--- config.mk ---
export PLATFORM = sky130hd
export DESIGN_NAME = axi_lat_mon
export DESIGN_NICKNAME = d
export VERILOG_FILES = /design/src/rtl/axi_lat_mon_pkg.sv /design/src/rtl/lat_ts_fifo.sv /design/src/rtl/lat_channel.sv /design/src/rtl/gclk_counter.sv /design/src/rtl/axi_lat_mon.sv
export SDC_FILE = /design/constraint.sdc
export NUM_CORES = 1
export LEC_CHECK = 0
export CAP_MARGIN = 5
export CORE_UTILIZATION = 50
export CTS_BUF_LIST = sky130_fd_sc_hd__clkbuf_16
export DETAILED_ROUTE_END_ITERATION = 8
export GPL_TIMING_DRIVEN = 0
export HOLD_SLACK_MARGIN = 0.1
export PLACE_DENSITY_LB_ADDON = 0.15
export SKIP_CTS_REPAIR_TIMING = 1
export SYNTH_ARGS = -nofsm -noshare
export SYNTH_HDL_FRONTEND = slang
export SYNTH_HIERARCHICAL = 1
export SYNTH_SLANG_ARGS = --single-unit
--- constraint.sdc ---
create_clock -name clk -period 4.7 [get_ports clk]
set_input_delay 0.94 -clock clk [delete_from_list [all_inputs] [get_ports clk]]
set_output_delay 0.94 -clock clk [all_outputs]
set_load 0.03 [all_outputs]
--- src/rtl/axi_lat_mon_pkg.sv ---
package axi_lat_mon_pkg;
    parameter int unsigned TS_W = 32;

    typedef struct packed {
        logic            keep;
        logic [TS_W-1:0] ts;
    } ts_entry_t;
endpackage

--- src/rtl/lat_ts_fifo.sv ---
module lat_ts_fifo
    import axi_lat_mon_pkg::*;
#(
    parameter int unsigned DEPTH = 4
) (
    input  logic      clk,
    input  logic      rst_n,
    input  logic      push,
    input  ts_entry_t push_data,
    input  logic      pop,
    output ts_entry_t head,
    output logic      empty,
    output logic      full
);
    localparam int unsigned PW = (DEPTH > 1) ? $clog2(DEPTH) : 1;
    localparam int unsigned CW = $clog2(DEPTH + 1);

    typedef struct packed {
        ts_entry_t [DEPTH-1:0] mem;
        logic [PW-1:0]         wp;
        logic [PW-1:0]         rp;
        logic [CW-1:0]         cnt;
    } fifo_st_t;

    fifo_st_t st_d, st_q;
    logic push_ok, pop_ok;

    assign empty = (st_q.cnt == '0);
    assign full  = (st_q.cnt == CW'(DEPTH));
    assign head  = st_q.mem[st_q.rp];

    always_comb begin
        st_d    = st_q;
        push_ok = push && !full;
        pop_ok  = pop && !empty;
        if (push_ok) begin
            st_d.mem[st_q.wp] = push_data;
            st_d.wp = (st_q.wp == PW'(DEPTH - 1)) ? '0 : st_q.wp + PW'(1);
        end
        if (pop_ok) begin
            st_d.rp = (st_q.rp == PW'(DEPTH - 1)) ? '0 : st_q.rp + PW'(1);
        end
        case ({push_ok, pop_ok})
            2'b10:   st_d.cnt = st_q.cnt + CW'(1);
            2'b01:   st_d.cnt = st_q.cnt - CW'(1);
            default: st_d.cnt = st_q.cnt;
        endcase
    end

    always_ff @(posedge clk or negedge rst_n) begin
        if (!rst_n) st_q <= '0;
        else        st_q <= st_d;
    end

    // occupancy never exceeds the number of slots
    a_r10_no_overflow: assert property (@(posedge clk) disable iff (!rst_n)
        st_q.cnt <= CW'(DEPTH));

    // a start offered while full is dropped, so occupancy stays full
    a_r10_drop_when_full: assert property (@(posedge clk) disable iff (!rst_n)
        (full && push && !pop) |=> full);
endmodule

--- src/rtl/lat_channel.sv ---
module lat_channel
    import axi_lat_mon_pkg::*;
#(
    parameter int unsigned ID_W  = 4,
    parameter int unsigned DEPTH = 4
) (
    input  logic            clk,
    input  logic            rst_n,
    input  logic            start_hs,
    input  logic            end_first,
    input  logic            met_en,
    input  logic            met_clr,
    input  logic            id_filt_en,
    input  logic [ID_W-1:0] id_match,
    input  logic [ID_W-1:0] id_mask,
    input  logic            a_valid,
    input  logic            a_ready,
    input  logic [ID_W-1:0] a_id,
    input  logic            d_valid,
    input  logic            d_ready,
    input  logic            d_last,
    input  logic [TS_W-1:0] now,
    output logic [TS_W-1:0] lat_total,
    output logic [TS_W-1:0] txn_count
);
    typedef struct packed {
        logic            a_wait;
        logic            d_mid;
        logic [TS_W-1:0] total;
        logic [TS_W-1:0] count;
    } chan_st_t;

    chan_st_t  st_d, st_q;
    logic      a_hs, d_hs, start_ev, end_ev, id_ok, done;
    logic      f_empty, f_full;
    ts_entry_t f_head, f_in;
    logic [TS_W-1:0] lat;

    lat_ts_fifo #(.DEPTH(DEPTH)) u_fifo (
        .clk       (clk),
        .rst_n     (rst_n),
        .push      (start_ev),
        .push_data (f_in),
        .pop       (end_ev),
        .head      (f_head),
        .empty     (f_empty),
        .full      (f_full)
    );

    always_comb begin
        st_d     = st_q;
        a_hs     = a_valid && a_ready;
        d_hs     = d_valid && d_ready;
        start_ev = start_hs ? a_hs : (a_valid && !st_q.a_wait);
        id_ok    = !id_filt_en || (((a_id ^ id_match) & id_mask) == '0);
        f_in     = '{keep: id_ok, ts: now};
        end_ev   = end_first ? (d_hs && !st_q.d_mid) : (d_hs && d_last);
        done     = end_ev && !f_empty;
        lat      = now - f_head.ts;

        st_d.a_wait = a_valid && !a_ready;
        if (d_hs) st_d.d_mid = !d_last;

        if (met_clr) begin
            st_d.total = '0;
            st_d.count = '0;
        end else if (met_en && done && f_head.keep) begin
            st_d.total = st_q.total + lat;
            st_d.count = st_q.count + TS_W'(1);
        end
    end

    always_ff @(posedge clk or negedge rst_n) begin
        if (!rst_n) st_q <= '0;
        else        st_q <= st_d;
    end

    assign lat_total = st_q.total;
    assign txn_count = st_q.count;

    // disabled metrics hold
    a_r7_hold: assert property (@(posedge clk) disable iff (!rst_n)
        (!met_en && !met_clr) |=> (st_q.count == $past(st_q.count) &&
                                   st_q.total == $past(st_q.total)));

    // clear zeroes totals and counts on the next edge
    a_r8_clear: assert property (@(posedge clk) disable iff (!rst_n)
        met_clr |=> (st_q.count == '0 && st_q.total == '0));

    // the count moves by at most one per cycle
    a_r5_single_step: assert property (@(posedge clk) disable iff (!rst_n)
        (st_q.count != $past(st_q.count)) |->
            (st_q.count == $past(st_q.count) + TS_W'(1) || st_q.count == '0));
endmodule

--- src/rtl/gclk_counter.sv ---
module gclk_counter
    import axi_lat_mon_pkg::*;
(
    input  logic            clk,
    input  logic            rst_n,
    input  logic            en,
    input  logic            clr,
    output logic [TS_W-1:0] count
);
    typedef struct packed {
        logic [TS_W-1:0] cnt;
    } gc_st_t;

    gc_st_t st_d, st_q;

    always_comb begin
        st_d = st_q;
        if (clr)     st_d.cnt = '0;
        else if (en) st_d.cnt = st_q.cnt + TS_W'(1);
    end

    always_ff @(posedge clk or negedge rst_n) begin
        if (!rst_n) st_q <= '0;
        else        st_q <= st_d;
    end

    assign count = st_q.cnt;

    // clear has priority
    a_r9_clear: assert property (@(posedge clk) disable iff (!rst_n)
        clr |=> (count == '0));

    // one step per enabled cycle
    a_r9_step: assert property (@(posedge clk) disable iff (!rst_n)
        (en && !clr) |=> (count == $past(count) + TS_W'(1)));

    // holds while disabled
    a_r9_hold: assert property (@(posedge clk) disable iff (!rst_n)
        (!en && !clr) |=> $stable(count));
endmodule

--- src/rtl/axi_lat_mon.sv ---
module axi_lat_mon
    import axi_lat_mon_pkg::*;
#(
    parameter int unsigned ID_W  = 4,
    parameter int unsigned DEPTH = 4
) (
    input  logic            clk,
    input  logic            rst_n,
    input  logic            cfg_met_en,
    input  logic            cfg_met_clr,
    input  logic            cfg_gclk_en,
    input  logic            cfg_gclk_clr,
    input  logic            cfg_rd_start_hs,
    input  logic            cfg_rd_end_first,
    input  logic            cfg_wr_start_hs,
    input  logic            cfg_wr_end_first,
    input  logic            cfg_id_filt_en,
    input  logic [ID_W-1:0] cfg_id_match,
    input  logic [ID_W-1:0] cfg_id_mask,
    input  logic            ar_valid,
    input  logic            ar_ready,
    input  logic [ID_W-1:0] ar_id,
    input  logic            r_valid,
    input  logic            r_ready,
    input  logic            r_last,
    input  logic            aw_valid,
    input  logic            aw_ready,
    input  logic [ID_W-1:0] aw_id,
    input  logic            w_valid,
    input  logic            w_ready,
    input  logic            w_last,
    output logic [TS_W-1:0] gclk_count,
    output logic [TS_W-1:0] rd_lat_total,
    output logic [TS_W-1:0] rd_txn_count,
    output logic [TS_W-1:0] wr_lat_total,
    output logic [TS_W-1:0] wr_txn_count
);
    gclk_counter u_gclk (
        .clk   (clk),
        .rst_n (rst_n),
        .en    (cfg_gclk_en),
        .clr   (cfg_gclk_clr),
        .count (gclk_count)
    );

    lat_channel #(.ID_W(ID_W), .DEPTH(DEPTH)) u_rd (
        .clk        (clk),
        .rst_n      (rst_n),
        .start_hs   (cfg_rd_start_hs),
        .end_first  (cfg_rd_end_first),
        .met_en     (cfg_met_en),
        .met_clr    (cfg_met_clr),
        .id_filt_en (cfg_id_filt_en),
        .id_match   (cfg_id_match),
        .id_mask    (cfg_id_mask),
        .a_valid    (ar_valid),
        .a_ready    (ar_ready),
        .a_id       (ar_id),
        .d_valid    (r_valid),
        .d_ready    (r_ready),
        .d_last     (r_last),
        .now        (gclk_count),
        .lat_total  (rd_lat_total),
        .txn_count  (rd_txn_count)
    );

    lat_channel #(.ID_W(ID_W), .DEPTH(DEPTH)) u_wr (
        .clk        (clk),
        .rst_n      (rst_n),
        .start_hs   (cfg_wr_start_hs),
        .end_first  (cfg_wr_end_first),
        .met_en     (cfg_met_en),
        .met_clr    (cfg_met_clr),
        .id_filt_en (cfg_id_filt_en),
        .id_match   (cfg_id_match),
        .id_mask    (cfg_id_mask),
        .a_valid    (aw_valid),
        .a_ready    (aw_ready),
        .a_id       (aw_id),
        .d_valid    (w_valid),
        .d_ready    (w_ready),
        .d_last     (w_last),
        .now        (gclk_count),
        .lat_total  (wr_lat_total),
        .txn_count  (wr_txn_count)
    );
endmodule

==> impl_results.md <==
* Clock Skew at ~0.022 ns
* Routed Wire Length at between 60000 and 70000 um
* Initial Utilization at 50.75%
* Commonest non-fill, non-tap cells in the layout: dfrtp_1 (442), inv_1 (283), mux2_4 (240)
* Comb power frac at 46.0%
* Core area at roughly 54000 um^2
* P_sw at 5.818 mW
* Bufs on Longest Clock Path at 3
* CP Class: flop to flop
* Rows at 85
* Crit-path max FO at 10
* CP max stage delay at about 0.56 ns
* Lkg Pwr at between 10 and 15 nW
* Syn_nets at between 2000 and 3000
* Gpl congestion at about 0.9
* Number of setup violations in the final report at 0
* Final Hold Viols at 0
* HPWL after DPL at a little under 50000 um
* I/O Pins at 197
* Int Pwr at around 9.5 mW
* Max Slew Vio Count at 0
* First-pass GRT wire length at 108100 um
* Count of cell types in the netlist at between 90 and 100
* Final setup TNS at 0 ns
* Setup slack after layout at about 0.20 ns
* Max VDD drop at 0.3714 mV
* Fmax at between 200 and 250 MHz
* Worst-Margin Slew at 0.9459 ns
* Die height at ~240 um
* #FFs+latches synth at 442
* CP cell instances: clkbuf_4, buf_6, mux4_2, fa_1, fa_1, nor2b_1, o2111a_1, o21ai_1, a21oi_1, a41o_1, a311oi_1, or4_1, o311ai_1
* Root buffer cell: clkbuf_16
* Most common cell after layout, fill and taps aside: dfrtp_1
* Unrepaired setup endpoints after global routing: no
* Post-route ant nets at 0
* Routed vias/inst at about 5.5
* Clock power share at about a quarter
* Critical-path top delay cell: mux4_2
* CP most frequent cell: fa_1
* Period utilization at about 96%
* GRT overflow at 0
* Ranking of synthesized cells by area: dfrtp_1 (40%), mux2_4 (13%), mux4_2 (5.4%)
* # DRC at 0
* CTS tree: built
* Die Span X at 235.9 um
* Ys flop type: dfrtp_1
* Number of CTS-inserted buffers at 50
* Synth warnings at 6
* Antenna fix cells at 0
* Crit path max-delay family: compound AO/OA/AOI/OAI gates
* Worst path buffer plus inverter count at 2
* Crit start category: flop
* Switching Fraction at a little under two fifths
* Synth async-reset ratio at 100.0%
* Setup WS pre-CTS at -0.3819 ns
* Cell accounting for the most synthesized area: dfrtp_1
* Status: finished clean
* Path category of the worst min-delay check: primary input to async pin
* Synth-to-Final Area Change at 16.91%
* Sequential share of power at 27.9%
* Worst skew pair latency at 0.60 ns
* Share of the yosys chip area belonging to registers at between 40% and 50%
* Clk slew on worst S/H paths at approximately 0.06 ns
* Worst Path Required at between 5 and 6 ns
* First DRT Iteration DRCs at 1289
* Die footprint at roughly 56000 um^2
* Maxcap violations at 0
* Min Tclk post-route at between 4 and 5 ns
* Power density over cell area at 480.2 nW/um^2
* Mapped Cells at between 2000 and 2500
* Area fraction of the dominant cell type after synthesis at slightly above 40%
* Slew headroom at around 37%
* Syn Std Cell Area at around 27000 um^2
* Antenna violations before repair at 0
* Drt wl/cell at roughly 20 um
* CTS sink count at 442
* GRT Overall Usage at about a quarter
* Number of synthesized flops with an enable pin at 0
* H-tree Lvls at 2
* Crit end category: flop
* Critical path arrival at approximately 5 ns
* Port-buffer cells at 194
* Largest net degree at the start of global routing at between 100 and 150
* Vias in the first global route at between 15000 and 20000
* DR pass1 iterations at 5
* Nets at ~2800
* Share of cells above drive strength 1 at a little under a quarter
* Post-Syn Area per Cell at between 10 and 15 um^2
* Vias at 18730
==> logic make-up (layout without fill, tap and decap cells) <==
family          Yosys count  after routing  share of synthesized area (%)
compound gates          332            332                          8.112
xor+xnor                125            125                          4.001
fa+ha+maj               143            143                          8.295
buf+inv                 500            789                          9.397
flops                   442            442                          40.42
mux                     344            344                          20.14
simple gates            523            523                          9.630
==> synth_stat cells (4+ instances only) <==
master and count:
inv_1 274, nand4_1 29, nor4_1 7, or3_1 26, a21o_1 40, nand3_1 53, a22o_1 4, nand2b_1 5
buf_4 130, a21oi_1 127, a31oi_1 13, o21a_1 8, nor2_1 115, a311oi_1 4, and2_1 7, and3_1 24
o21ai_1 13, buf_1 6, clkbuf_1 44, dfrtp_1 442, nand4b_1 4, nor2b_1 9, mux2_4 240, nor3_1 12
and4_1 10, a211oi_1 10, o211ai_1 5, mux4_2 66, or4_1 17, ha_1 79, o21ai_0 48, fa_1 64
o31ai_1 14, mux2_2 32, buf_2 20, mux2i_1 5, buf_6 24, xor2_1 73, nor2_4 8, xnor2_1 52
nand2_1 174
==> final timing paths <==
check	startpoint	end	slack, ns	cells after the start
worst max-delay path	u_wr/u_fifo/st_q[3]$_DFFE_PN0P_	u_wr/lat_total[30]$_DFFE_PN0P_	0.20	13
worst min-delay path	rst_n	u_wr/u_fifo/st_q[44]$_DFFE_PN0P_	0.36	1
worst min register to register	u_wr/u_fifo/st_q[138]$_DFFE_PN0P_	u_wr/u_fifo/st_q[138]$_DFFE_PN0P_	0.50	1
worst max register to register	u_wr/u_fifo/st_q[3]$_DFFE_PN0P_	u_wr/lat_total[30]$_DFFE_PN0P_	0.20	13
max in group asynchronous	rst_n	u_rd/u_fifo/st_q[64]$_DFFE_PN0P_	2.25	4
min in group clk	u_wr/u_fifo/st_q[138]$_DFFE_PN0P_	u_wr/u_fifo/st_q[138]$_DFFE_PN0P_	0.50	1
==> power groups by stage <==
stage / registers, mW / logic, mW / clock network (mW)
after floorplan: 4.27 / 5.32 / 0
after global placement: 4.33 / 6.82 / 0
after detailed placement: 4.34 / 6.92 / 0
after CTS: 4.27 / 6.97 / 4.11
after global routing: 4.32 / 7.67 / 4.26
final: 4.29 / 7.06 / 4.01
==> cell type report <==
cell class / instances / area, um^2
Fill cell: 4458 / 21930
Inverter: 275 / 1032
Tap cell: 696 / 870.8
Multi-Input combinational cell: 1467 / 13740
Buffer: 224 / 1579
Timing Repair Buffer: 197 / 2029
Clock inverter: 40 / 350.3
Sequential cell: 442 / 11060
Clock buffer: 53 / 1326
==> registers in the layout (all words and copies together), names as in the netlist <==
| register | count |
|---|---|
| u_rd/st_q | 2 |
| u_gclk/count | 32 |
| u_wr/txn_count | 32 |
| u_wr/lat_total | 32 |
| u_rd/txn_count | 32 |
| u_wr/st_q | 2 |
| u_rd/u_fifo/st_q | 139 |
| u_wr/u_fifo/st_q | 139 |
| u_rd/lat_total | 32 |
==> worst reg2reg max path, stage by stage, from the launching register on <==
cell and delay, ns:
dfrtp_1 0.35, clkbuf_4 0.25, buf_6 0.25, mux4_2 0.57
fa_1 0.54, fa_1 0.51, nor2b_1 0.18, o2111a_1 0.25
o21ai_1 0.09, a21oi_1 0.38, a41o_1 0.35, a311oi_1 0.16
or4_1 0.42, o311ai_1 0.10
==> through the flow <==
stage	power, mW	hold WS, ns	util (%)	std cells	cell area [um^2]
6_report	15.36	0.3563	59.33	3394	31990
5_1_grt	16.26	0.4431	59.33	3394	31990
4_1_cts	15.35	0.3999	59.23	3395	31940
3_5_place_dp	11.26	0.4875	56.12	3302	30260
3_3_place_gp	11.15	0.4790	55.96	3299	30180
2_1_floorplan	9.591	0.4645	-	2409	27360
==> metal layers <==
layer | vias up | GRT usage [%] | wire length [um]
li1 | 8629 | - | -
met1 | 9623 | 35.53 | 31360
met2 | 409 | 38.90 | 31430
met3 | 71 | 3.511 | 3136
met4 | 0 | 5.803 | 1111
met5 | - | 0 | 0
No activity file was read; power rests on OpenSTA's default activity.
